--- config.mk ---
export PLATFORM = sky130hd
export DESIGN_NAME = tone_gen
export DESIGN_NICKNAME = d
export VERILOG_FILES = /design/src/rtl/tone_pkg.sv /design/src/rtl/tone_sync.sv /design/src/rtl/tone_tick.sv /design/src/rtl/tone_rom.sv /design/src/rtl/tone_gen.sv
export SDC_FILE = /design/constraint.sdc
export NUM_CORES = 1
export LEC_CHECK = 0
export CAP_MARGIN = 30
export CORE_MARGIN = 4
export CORE_UTILIZATION = 69
export CTS_CLUSTER_DIAMETER = 150
export DETAILED_ROUTE_END_ITERATION = 12
export DONT_BUFFER_PORTS = 1
export PLACE_DENSITY = 0.85
export SKIP_CTS_REPAIR_TIMING = 1
export SYNTH_ARGS = -nofsm -noshare
export SYNTH_HDL_FRONTEND = slang
export SYNTH_SLANG_ARGS = --single-unit
--- constraint.sdc ---
create_clock -name clk -period 5.3 [get_ports clk]
set_input_delay 0.265 -clock clk [delete_from_list [all_inputs] [get_ports clk]]
set_output_delay 0.265 -clock clk [all_outputs]
set_load 0.05 [all_outputs]
--- src/rtl/tone_pkg.sv ---
package tone_pkg;

    typedef enum logic [1:0] {
        ST_IDLE = 2'd0,
        ST_LOOK = 2'd1,
        ST_HIGH = 2'd2,
        ST_LOW  = 2'd3
    } tone_state_e;

    localparam int SEMIS_PER_OCT = 12;

    // Semitone mantissa: roughly 16 * 2^(s/12)
    function automatic int note_mant(input int s);
        case (s)
            0:  return 16;
            1:  return 17;
            2:  return 18;
            3:  return 19;
            4:  return 20;
            5:  return 21;
            6:  return 23;
            7:  return 24;
            8:  return 25;
            9:  return 27;
            10: return 29;
            11: return 30;
            default: return 16;
        endcase
    endfunction

    function automatic int note_outer(input int code, input int mid_first,
                                      input int low_first, input int mid_mult,
                                      input int low_mult);
        if (code >= low_first) return low_mult;
        if (code >= mid_first) return mid_mult;
        return 1;
    endfunction

    function automatic int note_inner(input int code, input int mid_first,
                                      input int low_first, input int mid_mult,
                                      input int low_mult);
        int s;
        int o;
        s = (code - 1) % SEMIS_PER_OCT;
        o = (code - 1) / SEMIS_PER_OCT;
        return (note_mant(s) << o) /
               note_outer(code, mid_first, low_first, mid_mult, low_mult);
    endfunction

endpackage

--- src/rtl/tone_sync.sv ---
module tone_sync #(
    parameter int W = 8
) (
    input  logic         clk,
    input  logic         rst,
    input  logic [W-1:0] din,
    output logic [W-1:0] dout
);
    logic [W-1:0] s1_q, s2_q;

    always_ff @(posedge clk) begin
        if (rst) begin
            s1_q <= '0;
            s2_q <= '0;
        end else begin
            s1_q <= din;
            s2_q <= s1_q;
        end
    end

    assign dout = s2_q;
endmodule

--- src/rtl/tone_tick.sv ---
module tone_tick #(
    parameter int DIV = 1
) (
    input  logic clk,
    input  logic rst,
    input  logic tick_en,
    output logic tick
);
    generate
        if (DIV <= 1) begin : g_direct
            logic unused_pins;
            assign unused_pins = ^{clk, rst};
            assign tick = tick_en;
        end else begin : g_div
            localparam int CW = $clog2(DIV);
            localparam logic [CW-1:0] LAST = CW'(DIV - 1);
            logic [CW-1:0] cnt_d, cnt_q;

            always_comb begin
                cnt_d = cnt_q;
                if (tick_en) cnt_d = (cnt_q == LAST) ? '0 : cnt_q + CW'(1);
            end

            always_ff @(posedge clk) begin
                if (rst) cnt_q <= '0;
                else     cnt_q <= cnt_d;
            end

            assign tick = tick_en && (cnt_q == LAST);

            AST_DIV_WRAP: assert property (@(posedge clk) disable iff (rst)
                (tick_en && cnt_q == LAST) |=> (cnt_q == '0));
        end
    endgenerate
endmodule

--- src/rtl/tone_rom.sv ---
module tone_rom #(
    parameter int CODE_W    = 8,
    parameter int NUM_CODES = 98,
    parameter int INNER_W   = 8,
    parameter int OUTER_W   = 5,
    parameter int MID_FIRST = 45,
    parameter int LOW_FIRST = 75,
    parameter int MID_MULT  = 5,
    parameter int LOW_MULT  = 25
) (
    input  logic [CODE_W-1:0]  code,
    output logic [INNER_W-1:0] inner_lim,
    output logic [OUTER_W-1:0] outer_lim,
    output logic               valid
);
    localparam int IDX_W = (NUM_CODES > 1) ? $clog2(NUM_CODES) : 1;

    logic [INNER_W-1:0] tab_inner [NUM_CODES];
    logic [OUTER_W-1:0] tab_outer [NUM_CODES];

    for (genvar g = 0; g < NUM_CODES; g++) begin : g_tab
        assign tab_inner[g] = INNER_W'(tone_pkg::note_inner(g + 1, MID_FIRST,
                                       LOW_FIRST, MID_MULT, LOW_MULT));
        assign tab_outer[g] = OUTER_W'(tone_pkg::note_outer(g + 1, MID_FIRST,
                                       LOW_FIRST, MID_MULT, LOW_MULT));
    end

    logic [CODE_W-1:0] off;
    logic [IDX_W-1:0]  idx;

    always_comb begin
        valid     = (code != '0) && (32'(code) <= NUM_CODES);
        off       = code - CODE_W'(1);
        idx       = valid ? IDX_W'(off) : '0;
        inner_lim = tab_inner[idx];
        outer_lim = tab_outer[idx];
    end
endmodule

--- src/rtl/tone_gen.sv ---
module tone_gen #(
    parameter int CODE_W    = 8,
    parameter int NUM_CODES = 98,
    parameter int INNER_W   = 8,
    parameter int OUTER_W   = 5,
    parameter int MID_FIRST = 45,
    parameter int LOW_FIRST = 75,
    parameter int MID_MULT  = 5,
    parameter int LOW_MULT  = 25,
    parameter int TICK_DIV  = 1
) (
    input  logic              clk,
    input  logic              rst,
    input  logic              tick_en,
    input  logic [CODE_W-1:0] note_code,
    output logic              audio_out
);
    import tone_pkg::*;

    localparam logic [INNER_W-1:0] IONE = INNER_W'(1);
    localparam logic [OUTER_W-1:0] OONE = OUTER_W'(1);

    typedef struct packed {
        tone_state_e        st;
        logic [CODE_W-1:0]  code;
        logic [INNER_W-1:0] ilim;
        logic [OUTER_W-1:0] olim;
        logic [INNER_W-1:0] icnt;
        logic [OUTER_W-1:0] ocnt;
        logic               out;
    } tone_regs_t;

    tone_regs_t r_d, r_q;

    logic [CODE_W-1:0]  code_s;
    logic               tick;
    logic [INNER_W-1:0] rom_inner;
    logic [OUTER_W-1:0] rom_outer;
    logic               rom_valid;
    logic               half_done;

    tone_sync #(.W(CODE_W)) u_sync (
        .clk  (clk),
        .rst  (rst),
        .din  (note_code),
        .dout (code_s)
    );

    tone_tick #(.DIV(TICK_DIV)) u_tick (
        .clk     (clk),
        .rst     (rst),
        .tick_en (tick_en),
        .tick    (tick)
    );

    tone_rom #(
        .CODE_W    (CODE_W),
        .NUM_CODES (NUM_CODES),
        .INNER_W   (INNER_W),
        .OUTER_W   (OUTER_W),
        .MID_FIRST (MID_FIRST),
        .LOW_FIRST (LOW_FIRST),
        .MID_MULT  (MID_MULT),
        .LOW_MULT  (LOW_MULT)
    ) u_rom (
        .code      (r_q.code),
        .inner_lim (rom_inner),
        .outer_lim (rom_outer),
        .valid     (rom_valid)
    );

    always_comb begin
        r_d       = r_q;
        half_done = 1'b0;
        case (r_q.st)
            ST_IDLE: begin
                r_d.out = 1'b0;
                if (code_s != r_q.code) begin
                    r_d.st   = ST_LOOK;
                    r_d.code = code_s;
                end
            end
            ST_LOOK: begin
                r_d.icnt = '0;
                r_d.ocnt = '0;
                if (rom_valid) begin
                    r_d.ilim = rom_inner;
                    r_d.olim = rom_outer;
                    r_d.st   = ST_HIGH;
                    r_d.out  = 1'b1;
                end else begin
                    r_d.st  = ST_IDLE;
                    r_d.out = 1'b0;
                end
            end
            default: begin
                if (tick) begin
                    if (r_q.icnt == r_q.ilim - IONE) begin
                        r_d.icnt = '0;
                        if (r_q.ocnt == r_q.olim - OONE) begin
                            r_d.ocnt  = '0;
                            half_done = 1'b1;
                        end else begin
                            r_d.ocnt = r_q.ocnt + OONE;
                        end
                    end else begin
                        r_d.icnt = r_q.icnt + IONE;
                    end
                end
                if (half_done) begin
                    if (r_q.st == ST_HIGH) begin
                        r_d.st  = ST_LOW;
                        r_d.out = 1'b0;
                    end else if (code_s == r_q.code) begin
                        r_d.st  = ST_HIGH;
                        r_d.out = 1'b1;
                    end else begin
                        r_d.st   = ST_LOOK;
                        r_d.code = code_s;
                        r_d.out  = 1'b0;
                    end
                end
            end
        endcase
    end

    always_ff @(posedge clk) begin
        if (rst) begin
            r_q <= '{st: ST_IDLE, code: '0, ilim: '0, olim: '0,
                     icnt: '0, ocnt: '0, out: 1'b0};
        end else begin
            r_q <= r_d;
        end
    end

    assign audio_out = r_q.out;

    AST_IDLE_IS_LOW: assert property (@(posedge clk) disable iff (rst)
        (r_q.st == ST_IDLE) |-> !audio_out);
    AST_INNER_IN_RANGE: assert property (@(posedge clk) disable iff (rst)
        (r_q.st == ST_HIGH || r_q.st == ST_LOW) |-> (r_q.icnt < r_q.ilim));
    AST_OUTER_IN_RANGE: assert property (@(posedge clk) disable iff (rst)
        (r_q.st == ST_HIGH || r_q.st == ST_LOW) |-> (r_q.ocnt < r_q.olim));
    AST_START_HIGH: assert property (@(posedge clk) disable iff (rst)
        (r_q.st == ST_LOOK) |=> (audio_out || r_q.st == ST_IDLE));
    AST_NO_CHANGE_IN_HIGH: assert property (@(posedge clk) disable iff (rst)
        (r_q.st == ST_HIGH) |=> $stable(r_q.code));
    AST_LIMITS_HELD: assert property (@(posedge clk) disable iff (rst)
        (r_q.st == ST_HIGH || r_q.st == ST_LOW) |=>
        ($stable(r_q.ilim) && $stable(r_q.olim)));
    AST_FROZEN_NO_TICK: assert property (@(posedge clk) disable iff (rst)
        (!tick && (r_q.st == ST_HIGH || r_q.st == ST_LOW)) |=> $stable(audio_out));
endmodule

### Yosys cells after proc, flatten, opt, wreduce, memory -nomap -nowiden

Memories as Yosys holds them, arrays and structs flattened. A register that Yosys moved wholly into a read port is not among the register bits.
Index checks and enable logic that the tools add are counted.
Widths: inputs -> output; s select.

* output and inout port bits: 1
* memories kept: 2
* register bits after elaboration: 40
* ROM bits: 1664
* logic and storage cells: 64

Memories
* (no name shown): depth 128, bits a word 8, rd ports 1, clocked after memory_dff 1, write ports 0, RTL line tone_rom.sv:35 `inner_lim = tab_inner[idx];`
* (no name shown): depth 128, bits a word 5, rd ports 1, clocked after memory_dff 1, write ports 0, RTL line tone_rom.sv:36 `outer_lim = tab_outer[idx];`

* bitwise logic cells: 3
* reduce and logical (&&, ||, !) cells: 13
* $add $sub $neg: 5
* mux-type cells: 24
* $lt $le $gt $ge: 1
* eq/ne operators: 9

Operators with widths (count)
* $pmux 13 s2: 1
* $mux 8: 3
* $mux 10: 2
* $eq 8x8->1: 2
* $pmux 8 s2: 1
* $mux 13: 1
* $mux 5: 2
* $add 8x1->8 const B: 1
* $le 8x7->1 const B: 1
* $mux 1: 8
* $ne 8x8->1: 1
* $not 7->8: 1
* $reduce_bool 8->1: 1
* $sub 8x1->8 const B: 1
* $mux 7: 1
* $sub 7x1->7 const B: 1
* $mux 2: 3
* $reduce_and 2->1: 3
* $reduce_bool 2->1: 3
* $add 5x1->5 const B: 1
* $eq 5x5->1: 1
* $reduce_and 5->1: 1
* $sub 5x1->5 const B: 1
* $ne 2x1->1 const B: 2
* 11 further kinds: 12

### Logic depth before layout (Yosys ltp)

Gate-level depths: netlist of run 1.

* depth in word-level cells: 8
* gate-level depth with buffers: 18
* gate-level depth less buffers: 15

### Cells and area by module

From an unflattened synthesis of run 1, not the netlist that was laid out.

* cells, all modules: 573
* area total of the unflattened synthesis: 4261.6 um^2

By module, submodules not included
* tone_gen: area each 2274.7 um^2, times used 1, cells an instance 286, seq. area each 740.7 um^2
* tone_rom: area each 1515.2 um^2, times used 1, cells an instance 253, seq. area each 0.0 um^2
* tone_sync: area each 464.2 um^2, times used 1, cells an instance 33, seq. area each 320.3 um^2
* tone_tick: area each 7.5 um^2, times used 1, cells an instance 1, seq. area each 0.0 um^2

### Least setup slack after synthesis of run 1

Ideal clock, no wire load.

* path type: reg-to-reg
* from: register r_q[28] (netlist bit)
* to: register, netlist name r_q[19]
* path buffers: 4
* arrival: 3485 ps
* stages on the path, launching flop included: 19
* setup time: 101 ps
* setup slack: 1715 ps
* cells stage by stage: dfxtp_1 -> buf_1 -> inv_1 -> ha_1 -> buf_2 -> clkbuf_1 -> a31o_2 -> nor2_1 -> nand2_1 -> inv_1 -> ha_1 -> clkbuf_1 -> inv_1 -> o21ai_0 -> o221a_2 -> o31ai_1 -> nand3_1 -> o32a_1 -> o41ai_1

* cells in the longest elaborated chain, start to end: 4
* elaborated cells between the ends (all ways): 7
* those cells by class: add/sub (1); order compare (1); mux (1); bitwise (1); reduce/logical (3)

RTL lines
* start: declaration: RTL line tone_gen.sv:33 `tone_regs_t r_d, r_q;`
* start signal: assignment: RTL line tone_gen.sv:129 `r_q <= '{st: ST_IDLE, code: '0, ilim: '0, olim: '0,`
* start signal: assignment: RTL line tone_gen.sv:132 `r_q <= r_d;`
* $le 8x7->1 or $reduce_bool 8->1 (tied branches): RTL line tone_rom.sv:32 `valid = (code != '0) && (32'(code) <= NUM_CODES);`
* $logic_and 1x1->1: RTL line tone_rom.sv:32
* $mux 7: RTL line tone_rom.sv:34 `idx = valid ? IDX_W'(off) : '0;`
* $not 7->8 (not written as such): RTL line tone_rom.sv:35

Several ways; a longest one is shown, not always the timed one.
A chain may end at the register's enable or synchronous reset.

### Final worst setup path of run 1

* from: register r_q[27] (netlist bit)
* to: register, netlist name r_q[19]

* cells in the longest elaborated chain, start to end: 4
* elaborated cells between the ends (all ways): 7
* those cells by class: add/sub (1); order compare (1); mux (1); bitwise (1); reduce/logical (3)

RTL lines (RTL line)
* $le 8x7->1 or $reduce_bool 8->1 (tied branches): tone_rom.sv:32
* $logic_and 1x1->1: tone_rom.sv:32
* $mux 7: tone_rom.sv:34
* $not 7->8 (not written as such): tone_rom.sv:35

Several ways; a longest one is shown, not always the timed one.

==> impl_results.html, run 1 <==
<table>
<tr><th>Metric</th><th>Value</th></tr>
<tr><th colspan="2">Clocking</th></tr>
<tr><td>Root buf cell</td><td>clkbuf_8</td></tr>
<tr><td>Total CTS buffers</td><td>5</td></tr>
<tr><td>Clock-pin slew reported for the worst setup and hold paths after clock tree synthesis</td><td>0.11 ns</td></tr>
<tr><td>Clock latency at the later pin of the worst-skew pair</td><td>0.31 ns</td></tr>
<tr><td>Level count of the clock H-tree</td><td>2</td></tr>
<tr><td>CTS sink count</td><td>51</td></tr>
<tr><td>TritonCTS clock tree</td><td>built</td></tr>
<tr><td>Clock tree buffer depth</td><td>2</td></tr>
<tr><th colspan="2">Logic synthesis</th></tr>
<tr><td>Library cell with the highest instance count after synthesis</td><td>nand2_1</td></tr>
<tr><td>Post-synthesis share of cell area spent on full adders, half adders and majority gates</td><td>4.54%</td></tr>
<tr><td>XOR/XNOR share of the synthesized area</td><td>7.27%</td></tr>
<tr><td>Sequential area share after synthesis</td><td>26.5%</td></tr>
<tr><td>Synthesized area per cell</td><td>7.61 um^2</td></tr>
<tr><td>Multiplexer share of the synthesized area</td><td>4.48%</td></tr>
<tr><td>Main combinational cell family by area after synthesis</td><td>simple AND/OR/NAND/NOR gates</td></tr>
<tr><td>Prevailing post-synth register cell</td><td>dfxtp_1</td></tr>
<tr><td>Synth Area in Compound Gates</td><td>24.3%</td></tr>
<tr><td>Total of flip-flops plus latches after synthesis</td><td>51</td></tr>
<tr><td>Synth cell types</td><td>72</td></tr>
<tr><td>Cells after synthesis</td><td>507</td></tr>
<tr><td>Post-Syn Area</td><td>3860 um^2</td></tr>
<tr><td>Post-synth top cells</td><td>71 x nand2_1, 51 x dfxtp_1, 41 x nor2_1, 28 x clkbuf_1, 24 x a21oi_1</td></tr>
<tr><td>Cell taking the most area after synthesis</td><td>dfxtp_1</td></tr>
<tr><td>Fraction of registers with async set/reset</td><td>0%</td></tr>
<tr><td>Syn Nets</td><td>532</td></tr>
<tr><td>Number of enable flip-flop cells after synthesis</td><td>0</td></tr>
<tr><td>Count of synthesis-stage warnings from yosys</td><td>0</td></tr>
<tr><td>Simple-gate area share of the yosys netlist</td><td>27.3%</td></tr>
<tr><td>Area contributors post-synth</td><td>dfxtp_1 26%, nand2_1 6.9%, ha_1 4.5%, xnor2_1 4.5%, nor2_1 4.0%</td></tr>
<tr><td>Area share of the largest cell type after synthesis</td><td>26.5%</td></tr>
<tr><th colspan="2">Critical path</th></tr>
<tr><td>Delay of the slowest cell on the worst path</td><td>0.74 ns</td></tr>
<tr><td>Worst path cell trace</td><td>inv_1 -&gt; ha_1 -&gt; a31o_2 -&gt; nor2_1 -&gt; nand2_1 -&gt; ha_1 -&gt; inv_1 -&gt; o21ai_0 -&gt; o221a_2 -&gt; o31ai_1 -&gt; nand3_1 -&gt; o32a_1 -&gt; o41ai_1</td></tr>
<tr><td>Critical Path Sink</td><td>r_q[19]$_SDFFE_PP0P_</td></tr>
<tr><td>Worst Path Buf+Inv</td><td>2</td></tr>
<tr><td>Critical path's slowest cell</td><td>dfxtp_1</td></tr>
<tr><td>R2R Path End</td><td>r_q[19]$_SDFFE_PP0P_</td></tr>
<tr><td>R2R cell count</td><td>13</td></tr>
<tr><td>Worst EP arrival</td><td>4.31 ns</td></tr>
<tr><td>Crit. Startpoint</td><td>r_q[27]$_SDFFE_PP0P_</td></tr>
<tr><td>Req. time, crit path</td><td>5.52 ns</td></tr>
<tr><td>Startpoint kind of the worst setup timing path</td><td>flop</td></tr>
<tr><td>Kind of critical path</td><td>reg2reg</td></tr>
<tr><td>Reg2Reg Launch Point</td><td>r_q[27]$_SDFFE_PP0P_</td></tr>
<tr><td>Total stage count of the critical path</td><td>13</td></tr>
<tr><td>Critical Path Sink Type</td><td>flop</td></tr>
<tr><td>R2R Setup Slk</td><td>1.21 ns</td></tr>
<tr><td>Worst-path fanout max</td><td>18</td></tr>
<tr><td>CP delay by family, top</td><td>compound AO/OA/AOI/OAI gates</td></tr>
<tr><th colspan="2">Min path</th></tr>
<tr><td>Hold crit path type</td><td>in2reg</td></tr>
<tr><th colspan="2">Routing</th></tr>
<tr><td>Number of DRC markers in iteration 0</td><td>355</td></tr>
<tr><td>Number of iterations in the first detailed-routing pass</td><td>6</td></tr>
<tr><td>Final Routed Wirelength</td><td>9840 um</td></tr>
<tr><td>Total vias in the final route</td><td>3,815</td></tr>
<tr><td>Avg WL per Cell</td><td>17.6 um</td></tr>
<tr><td>Detail Route Antenna Nets</td><td>0</td></tr>
<tr><td>Total DRC errors in the routed layout</td><td>0</td></tr>
<tr><td>Average via count per standard cell</td><td>6.81</td></tr>
<tr><th colspan="2">Global route</th></tr>
<tr><td>Number of antenna violations at the first check in global routing</td><td>0</td></tr>
<tr><td>Congestion Overflow GR</td><td>0</td></tr>
<tr><td>Via count of the first global-routing pass</td><td>3,583</td></tr>
<tr><td>Wire length of the first global-routing pass</td><td>16,300 um</td></tr>
<tr><td>Pin count of the biggest net entering global routing</td><td>36</td></tr>
<tr><td>Aggregate global-route resource usage</td><td>30.5%</td></tr>
<tr><th colspan="2">Final layout</th></tr>
<tr><td>Count of antenna diodes in the layout</td><td>0</td></tr>
<tr><td>Area taken by multi-input logic gates</td><td>2620 um^2</td></tr>
<tr><td>Fillcell total</td><td>403</td></tr>
<tr><td>Post-synthesis to final-layout area growth</td><td>3.73%</td></tr>
<tr><td>Share of post-route cells with drive strength above 1</td><td>7.55%</td></tr>
<tr><td>Final net count</td><td>514</td></tr>
<tr><td>FF+latch area</td><td>1020 um^2</td></tr>
<tr><td>Final standard cell area without fillers</td><td>4000 um^2</td></tr>
<tr><th colspan="2">Die</th></tr>
<tr><td>Total die area</td><td>6850 um^2</td></tr>
<tr><td>Core Box Area</td><td>5270 um^2</td></tr>
<tr><td>Die Height</td><td>82.8 um</td></tr>
<tr><td>Site Rows</td><td>26</td></tr>
<tr><td>Effective utilization at floorplan</td><td>73.2%</td></tr>
<tr><td>Total I/O pin count</td><td>12</td></tr>
<tr><td>Die span in x</td><td>82.8 um</td></tr>
<tr><th colspan="2">Power</th></tr>
<tr><td>P_leak</td><td>1.47 nW</td></tr>
<tr><td>Total net switching power</td><td>0.648 mW</td></tr>
<tr><td>Worst VDD drop</td><td>0.259 mV</td></tr>
<tr><td>Proportion of total power due to net switching</td><td>43.9%</td></tr>
<tr><td>Share of total power in sequential cells</td><td>30.7%</td></tr>
<tr><td>Int Power</td><td>0.827 mW</td></tr>
<tr><td>Combinational fraction of design power</td><td>49.2%</td></tr>
<tr><td>Clk network pwr share</td><td>20.1%</td></tr>
<tr><td>Areal power density over the cells</td><td>369 nW/um^2</td></tr>
<tr><th colspan="2">Timing</th></tr>
<tr><td>Number of endpoints failing setup at the final stage</td><td>0</td></tr>
<tr><td>Normalized max-slew margin</td><td>30.5%</td></tr>
<tr><td>Setup skew after layout</td><td>0.0191 ns</td></tr>
<tr><td>Post-route minimum period</td><td>4.09 ns</td></tr>
<tr><td>Max-slew violation total from the final report</td><td>0</td></tr>
<tr><td>Fin crit share</td><td>77.1%</td></tr>
<tr><td>Total Negative Setup Slacks</td><td>0 ns</td></tr>
<tr><td>RSZ-0062 raised after global routing</td><td>no</td></tr>
<tr><td>Final-report hold violation count</td><td>0</td></tr>
<tr><td>Worst-Margin Slew</td><td>1.04 ns</td></tr>
<tr><td>Max Freq</td><td>245 MHz</td></tr>
<tr><th colspan="2">Placed design</th></tr>
<tr><td>Final HPWL DP</td><td>6890 um</td></tr>
<tr><td>Instance area after placement</td><td>3860 um^2</td></tr>
<tr><td>Routability-driven placement congestion ratio</td><td>0.997</td></tr>
<tr><td>Number of port buffers</td><td>0</td></tr>
<tr><th colspan="2">Job</th></tr>
<tr><td>Max-capacitance violation count</td><td>0</td></tr>
<tr><th colspan="2">Run status</th></tr>
<tr><td>Result of the run</td><td>finished, final reports clean</td></tr>
</table>
## power groups by stage
stage	logic (mW)	clock network, mW	registers, mW
6_report	0.726	0.296	0.453
3_3_place_gp	0.688	0	0.460
3_5_place_dp	0.697	0	0.461
5_1_grt	0.786	0.311	0.458
4_1_cts	0.702	0.297	0.452
2_1_floorplan	0.562	0	0.434
## per-stage QoR
step	setup WS [ns]	total power [mW]	hold WS [ns]	util [%]	std cells
floorplan	1.71	0.997	0.393	-	507
global placement	1.41	1.15	0.338	73.1	549
detailed placement	1.29	1.16	0.342	73.2	550
CTS	1.28	1.45	0.00600	75.5	558
global route	0.834	1.55	0.00126	75.9	560
finish	1.21	1.47	0.0102	75.9	560
## cells in the final DEF (no fill, tap or decap), types with 5 or more instances in the layout
cell type  synthesis  routed
o21ai_0           18      18
and3_1             7       7
a211o_1            5       5
nor2b_1           22      22
nor3_1            13      13
ha_1              14      14
nand4_1            6       6
mux2i_1           15      15
a21oi_1           24      24
nor2_1            41      41
inv_1             17      17
a211oi_1          11      11
dfxtp_1           51      51
xnor2_1           20      20
a311oi_1           6       6
nand2b_1           5       5
nand3_1           23      23
clkbuf_8           0       6
nand2_1           71      71
buf_4              0       8
a31oi_1           11      11
xor2_1            12      12
## sequential cells by signal (all words and copies together) (netlist names)
name / flops
audio_out: 1
u_sync.dout: 8
r_q: 34
u_sync.s1_q: 8
## worst min-delay path by stage
stage	start	end	slack (ns)	cells after the start
after floorplan	note_code[0]	u_sync.s1_q[0]$_SDFF_PP0_	0.39	1
after CTS	rst	r_q[26]$_SDFFE_PP0P_	0.006	1
final	rst	u_sync.s1_q[7]$_SDFF_PP0_	0.01	1
after global placement	rst	r_q[14]$_SDFFE_PP0P_	0.34	1
after detailed placement	rst	u_sync.s1_q[6]$_SDFF_PP0_	0.34	1
after global routing	rst	r_q[22]$_SDFFE_PP0P_	0.001	1
## routing by layer
metal	track usage (%)	routed length, um	part of all wire [%]
met1	39.7	4070	41
met2	49.4	4490	46
met3	4.66	908	9.2
met4	14.5	371	3.8
met5	0	0	0
## worst reg2reg max path, cell delays in order, from the launching register on
cell	delay [ns]
dfxtp_1	0.74
inv_1	0.24
ha_1	0.46
a31o_2	0.32
nor2_1	0.40
nand2_1	0.19
ha_1	0.45
inv_1	0.17
o21ai_0	0.12
o221a_2	0.29
o31ai_1	0.18
nand3_1	0.11
o32a_1	0.29
o41ai_1	0.06
## area by class of cell
cell class	count	area share, %
inverter	19	1.78
tap	70	2.19
clock buffer	6	2.06
timing repair buffer	10	2.00
multi-input combinational	402	65.5
clock inverter	2	0.970
sequential	51	25.5
## cell families after synthesis
logic type                 count (synthesis)
buffers and inverters                     54
AOI/OAI and AO/OA                        128
muxes                                     16
adders and majority gates                 14
and+or+nand+nor                          212
xor gates and xnor gates                  32
DFF                                       51
Note: power is estimated with default switching activity, not from simulation.
==> run 2, diff against run 1 <==
- ABC_AREA: default -> 1
- CORE_UTILIZATION: 69 -> 58
- PLACE_DENSITY: 0.85 -> 0.76
- clock period: 5.3 -> 3.3 ns (I/O delays scaled with it)
==> impl_results.html, run 2 <==
<table>
<tr><th>Metric</th><th>Value</th></tr>
<tr><th colspan="2">Run status</th></tr>
<tr><td>Result of the run</td><td>finished, final reports clean (unchanged)</td></tr>
<tr><th colspan="2">Logic synthesis</th></tr>
<tr><td>Area contributors post-synth</td><td>dfxtp_1 28%, nand2_1 14%, nand3_1 8.2%, a21oi_1 6.2%, inv_1 6.0% (was dfxtp_1 26%, nand2_1 6.9%, ha_1 4.5%, xnor2_1 4.5%, nor2_1 4.0%)</td></tr>
<tr><td>Cell taking the most area after synthesis</td><td>dfxtp_1 (unchanged)</td></tr>
<tr><td>Post-synthesis share of cell area spent on full adders, half adders and majority gates</td><td>4.84% (was 4.54%)</td></tr>
<tr><td>Syn Nets</td><td>573 (was 532)</td></tr>
<tr><td>Prevailing post-synth register cell</td><td>dfxtp_1 (unchanged)</td></tr>
<tr><td>Synth cell types</td><td>42 (was 72)</td></tr>
<tr><td>Multiplexer share of the synthesized area</td><td>0% (was 4.48%)</td></tr>
<tr><td>Synth Area in Compound Gates</td><td>12.5% (was 24.3%)</td></tr>
<tr><td>Number of enable flip-flop cells after synthesis</td><td>0 (unchanged)</td></tr>
<tr><td>Main combinational cell family by area after synthesis</td><td>simple AND/OR/NAND/NOR gates (unchanged)</td></tr>
<tr><td>Count of synthesis-stage warnings from yosys</td><td>0 (unchanged)</td></tr>
<tr><td>Area share of the largest cell type after synthesis</td><td>28.2% (was 26.5%)</td></tr>
<tr><td>Sequential area share after synthesis</td><td>28.2% (was 26.5%)</td></tr>
<tr><td>Fraction of registers with async set/reset</td><td>0% (unchanged)</td></tr>
<tr><td>XOR/XNOR share of the synthesized area</td><td>7.20% (was 7.27%)</td></tr>
<tr><td>Total of flip-flops plus latches after synthesis</td><td>51 (unchanged)</td></tr>
<tr><td>Post-synth top cells</td><td>133 x nand2_1, 59 x nand3_1, 58 x inv_1, 51 x dfxtp_1, 48 x nor2_1 (was 71 x nand2_1, 51 x dfxtp_1, 41 x nor2_1, 28 x clkbuf_1, 24 x a21oi_1)</td></tr>
<tr><td>Post-Syn Area</td><td>3620 um^2 (was 3860 um^2)</td></tr>
<tr><td>Synthesized area per cell</td><td>6.60 um^2 (was 7.61 um^2)</td></tr>
<tr><td>Cells after synthesis</td><td>548 (was 507)</td></tr>
<tr><td>Library cell with the highest instance count after synthesis</td><td>nand2_1 (unchanged)</td></tr>
<tr><td>Simple-gate area share of the yosys netlist</td><td>37.3% (was 27.3%)</td></tr>
<tr><th colspan="2">Clocking</th></tr>
<tr><td>TritonCTS clock tree</td><td>built (unchanged)</td></tr>
<tr><td>Clock tree buffer depth</td><td>2 (unchanged)</td></tr>
<tr><td>Root buf cell</td><td>clkbuf_8 (unchanged)</td></tr>
<tr><td>Level count of the clock H-tree</td><td>2 (unchanged)</td></tr>
<tr><td>Total CTS buffers</td><td>5 (unchanged)</td></tr>
<tr><td>CTS sink count</td><td>51 (unchanged)</td></tr>
<tr><td>Clock-pin slew reported for the worst setup and hold paths after clock tree synthesis</td><td>0.10 ns (was 0.11 ns)</td></tr>
<tr><td>Clock latency at the later pin of the worst-skew pair</td><td>0.30 ns (was 0.31 ns)</td></tr>
<tr><th colspan="2">Critical path</th></tr>
<tr><td>Worst-path fanout max</td><td>9 (was 18)</td></tr>
<tr><td>R2R cell count</td><td>18 (was 13)</td></tr>
<tr><td>R2R Path End</td><td>r_q[21]$_SDFFE_PP0P_ (was r_q[19]$_SDFFE_PP0P_)</td></tr>
<tr><td>Reg2Reg Launch Point</td><td>r_q[27]$_SDFFE_PP0P_ (unchanged)</td></tr>
<tr><td>Worst path cell trace</td><td>inv_2 -&gt; ha_1 -&gt; nand2_2 -&gt; inv_2 -&gt; nand2_2 -&gt; nand3_4 -&gt; nor2_4 -&gt; inv_1 -&gt; ha_1 -&gt; inv_1 -&gt; nand2_1 -&gt; nand2_1 -&gt; nand2_1 -&gt; nand2_1 -&gt; a21oi_1 -&gt; o21ai_1 -&gt; nand2_1 -&gt; a21oi_1 (was inv_1 -&gt; ha_1 -&gt; a31o_2 -&gt; nor2_1 -&gt; nand2_1 -&gt; ha_1 -&gt; inv_1 -&gt; o21ai_0 -&gt; o221a_2 -&gt; o31ai_1 -&gt; nand3_1 -&gt; o32a_1 -&gt; o41ai_1)</td></tr>
<tr><td>R2R Setup Slk</td><td>0.31 ns (was 1.21 ns)</td></tr>
<tr><td>Kind of critical path</td><td>reg2reg (unchanged)</td></tr>
<tr><td>Critical Path Sink Type</td><td>flop (unchanged)</td></tr>
<tr><td>Most frequent cell on the critical path</td><td>nand2_1</td></tr>
<tr><td>Critical path's slowest cell</td><td>dfxtp_1 (unchanged)</td></tr>
<tr><td>Worst EP arrival</td><td>3.23 ns (was 4.31 ns)</td></tr>
<tr><td>Delay of the slowest cell on the worst path</td><td>0.50 ns (was 0.74 ns)</td></tr>
<tr><td>Startpoint kind of the worst setup timing path</td><td>flop (unchanged)</td></tr>
<tr><td>Req. time, crit path</td><td>3.54 ns (was 5.52 ns)</td></tr>
<tr><th colspan="2">Timing</th></tr>
<tr><td>Hold WS</td><td>0.00565 ns (was 0.0102 ns)</td></tr>
<tr><td>RSZ-0062 raised after global routing</td><td>no (unchanged)</td></tr>
<tr><td>Post-route minimum period</td><td>2.99 ns (was 4.09 ns)</td></tr>
<tr><td>Worst-Margin Slew</td><td>0.525 ns (was 1.04 ns)</td></tr>
<tr><td>Total Negative Setup Slacks</td><td>0 ns (unchanged)</td></tr>
<tr><td>Fin crit share</td><td>90.5% (was 77.1%)</td></tr>
<tr><td>Max Freq</td><td>335 MHz (was 245 MHz)</td></tr>
<tr><td>Number of endpoints failing setup at the final stage</td><td>0 (unchanged)</td></tr>
<tr><td>Max-slew violation total from the final report</td><td>0 (unchanged)</td></tr>
<tr><td>Normalized max-slew margin</td><td>64.8% (was 30.5%)</td></tr>
<tr><td>Setup skew after layout</td><td>0.00887 ns (was 0.0191 ns)</td></tr>
<tr><td>Final-report hold violation count</td><td>0 (unchanged)</td></tr>
<tr><th colspan="2">Power</th></tr>
<tr><td>Share of total power in sequential cells</td><td>22.1% (was 30.7%)</td></tr>
<tr><td>Clk network pwr share</td><td>11.6% (was 20.1%)</td></tr>
<tr><td>Combinational fraction of design power</td><td>66.3% (was 49.2%)</td></tr>
<tr><td>Proportion of total power due to net switching</td><td>53.6% (was 43.9%)</td></tr>
<tr><td>Design Power</td><td>3.49 mW (was 1.47 mW)</td></tr>
<tr><td>Total net switching power</td><td>1.87 mW (was 0.648 mW)</td></tr>
<tr><td>Int Power</td><td>1.62 mW (was 0.827 mW)</td></tr>
<tr><td>Areal power density over the cells</td><td>904 nW/um^2 (was 369 nW/um^2)</td></tr>
<tr><td>Worst VDD drop</td><td>0.435 mV (was 0.259 mV)</td></tr>
<tr><td>P_leak</td><td>1.71 nW (was 1.47 nW)</td></tr>
<tr><th colspan="2">Global route</th></tr>
<tr><td>Aggregate global-route resource usage</td><td>24.2% (was 30.5%)</td></tr>
<tr><td>Pin count of the biggest net entering global routing</td><td>43 (was 36)</td></tr>
<tr><td>Congestion Overflow GR</td><td>0 (unchanged)</td></tr>
<tr><td>Wire length of the first global-routing pass</td><td>15,000 um (was 16,300 um)</td></tr>
<tr><td>Via count of the first global-routing pass</td><td>3,300 (was 3,583)</td></tr>
<tr><td>Number of antenna violations at the first check in global routing</td><td>0 (unchanged)</td></tr>
<tr><th colspan="2">Routing</th></tr>
<tr><td>Average via count per standard cell</td><td>5.71 (was 6.81)</td></tr>
<tr><td>Total DRC errors in the routed layout</td><td>0 (unchanged)</td></tr>
<tr><td>Number of iterations in the first detailed-routing pass</td><td>5 (was 6)</td></tr>
<tr><td>Final Routed Wirelength</td><td>8950 um (was 9840 um)</td></tr>
<tr><td>Total vias in the final route</td><td>3,603 (was 3,815)</td></tr>
<tr><td>Detail Route Antenna Nets</td><td>0 (unchanged)</td></tr>
<tr><td>Avg WL per Cell</td><td>14.2 um (was 17.6 um)</td></tr>
<tr><td>Number of DRC markers in iteration 0</td><td>298 (was 355)</td></tr>
<tr><th colspan="2">Placed design</th></tr>
<tr><td>Instance area after placement</td><td>3660 um^2 (was 3860 um^2)</td></tr>
<tr><td>Number of port buffers</td><td>0 (unchanged)</td></tr>
<tr><td>Post-Place Cells</td><td>614 (was 550)</td></tr>
<tr><td>Routability-driven placement congestion ratio</td><td>0.962 (was 0.997)</td></tr>
<tr><td>Final HPWL DP</td><td>6430 um (was 6890 um)</td></tr>
<tr><th colspan="2">Min path</th></tr>
<tr><td>Startpoint of the lowest-slack hold path</td><td>rst (unchanged)</td></tr>
<tr><td>Hold Path Cell Cnt</td><td>3 (was 1)</td></tr>
<tr><td>Hold crit path type</td><td>in2reg (unchanged)</td></tr>
<tr><td>End point of the worst hold path</td><td>r_q[25]$_SDFFE_PP0P_ (was u_sync.s1_q[7]$_SDFF_PP0_)</td></tr>
<tr><th colspan="2">Final layout</th></tr>
<tr><td>Final net count</td><td>580 (was 514)</td></tr>
<tr><td>Flip-flop count of the largest register, all copies and words added</td><td>34 (unchanged)</td></tr>
<tr><td>Number of non-filler instances in the completed layout</td><td>631 (was 560)</td></tr>
<tr><td>Post-synthesis to final-layout area growth</td><td>6.75% (was 3.73%)</td></tr>
<tr><td>Final standard cell area without fillers</td><td>3860 um^2 (was 4000 um^2)</td></tr>
<tr><td>Fillcell total</td><td>551 (was 403)</td></tr>
<tr><td>Most common library cell in the layout ignoring fill and taps</td><td>nand2_1 (unchanged)</td></tr>
<tr><td>Count of antenna diodes in the layout</td><td>0 (unchanged)</td></tr>
<tr><td>Share of post-route cells with drive strength above 1</td><td>10.6% (was 7.55%)</td></tr>
<tr><td>Register with the highest flop count</td><td>r_q (unchanged)</td></tr>
<tr><td>Most frequent cells in the layout</td><td>133 x nand2_1, 59 x nand3_1, 58 x inv_1, 51 x dfxtp_1, 48 x nor2_1 (was 71 x nand2_1, 51 x dfxtp_1, 41 x nor2_1, 24 x a21oi_1, 23 x nand3_1)</td></tr>
<tr><th colspan="2">Die</th></tr>
<tr><td>Die span in x</td><td>87.0 um (was 82.8 um)</td></tr>
<tr><td>Total I/O pin count</td><td>12 (unchanged)</td></tr>
<tr><td>Site Rows</td><td>28 (was 26)</td></tr>
<tr><td>Total die area</td><td>7560 um^2 (was 6850 um^2)</td></tr>
<tr><td>Core Box Area</td><td>5990 um^2 (was 5270 um^2)</td></tr>
<tr><td>Die Height</td><td>87.0 um (was 82.8 um)</td></tr>
<tr><td>Effective utilization at floorplan</td><td>60.4% (was 73.2%)</td></tr>
<tr><th colspan="2">Job</th></tr>
<tr><td>Max-capacitance violation count</td><td>0 (unchanged)</td></tr>
</table>
## run 2: cell types whose count changed after synthesis, sizes merged, moves of 9 or more
cell,previous run,this run
nor2,42,61
a31oi,11,1
nand3,23,62
xnor2,20,10
a211oi,12,2
mux2i,15,0
clkbuf,28,6
nor2b,22,0
a21oi,24,47
nand2,72,136
nor3,14,5
inv,19,67
## run 2: how the worst max path moves through the flow
| stage | from | to | slack (ns) | cells after the start |
|---|---|---|---|---|
| after floorplan | r_q[27]$_SDFFE_PP0P_ | r_q[19]$_SDFFE_PP0P_ | 0.78 | 18 |
| after global placement | r_q[27]$_SDFFE_PP0P_ | r_q[21]$_SDFFE_PP0P_ | 0.44 | 18 |
| after detailed placement | r_q[27]$_SDFFE_PP0P_ | r_q[21]$_SDFFE_PP0P_ | 0.36 | 18 |
| after CTS | r_q[27]$_SDFFE_PP0P_ | r_q[21]$_SDFFE_PP0P_ | 0.34 | 18 |
| after global routing | r_q[27]$_SDFFE_PP0P_ | r_q[21]$_SDFFE_PP0P_ | 0.07 | 18 |
| final | r_q[27]$_SDFFE_PP0P_ | r_q[21]$_SDFFE_PP0P_ | 0.31 | 18 |
## run 2: cell type report
type	instances	area, um^2	area share, %
well taps	75	93.8	2.43
flip-flops and latches	51	1020	26.5
repair buffers	15	145	3.76
clock inverters	1	7.51	0.194
clock buffers	7	96.3	2.50
inverters	69	259	6.71
multi-input cells	413	2240	58.0
## run 2: through the flow
stage               worst slack (ns)  util [%]
CTS                            0.338      62.8
global route                  0.0700      64.4
detailed placement             0.360      61.0
floorplan                      0.782         -
global placement               0.444      61.0
finish                         0.313      64.4
## run 2: cell families after synthesis
group                      after synthesis
buffers and inverters                   84
AOI/OAI and AO/OA                       82
adders and majority gates               14
DFF                                     51
xor gates and xnor gates                28
and+or+nand+nor                        289
## run 2: power groups by stage
stage	clock network (mW)	registers [mW]	logic, mW
CTS	0.413	0.770	2.24
detailed placement	0	0.784	2.23
floorplan	0	0.761	1.83
finish	0.405	0.771	2.31
global placement	0	0.781	2.21
global route	0.433	0.780	2.57
## run 2: worst max-delay path: cells and delay by family (launching register included)
kind	cells	cell delay, ns
buffers and inverters	4	0.42
flip-flops	1	0.50
AND/OR/NAND/NOR	9	1.11
AO/OA/AOI/OAI	3	0.32
adder cells (fa/ha/maj)	2	0.56
## run 2: routing by layer
| metal | vias up | track usage [%] | routed length (um) |
|---|---|---|---|
| met4 | 0 | 9.92 | 246 |
| met3 | 24 | 4.35 | 543 |
| met2 | 153 | 38.9 | 4120 |
| met5 | - | 0 | 0 |
| met1 | 1639 | 32.0 | 4040 |
| li1 | 1787 | - | - |
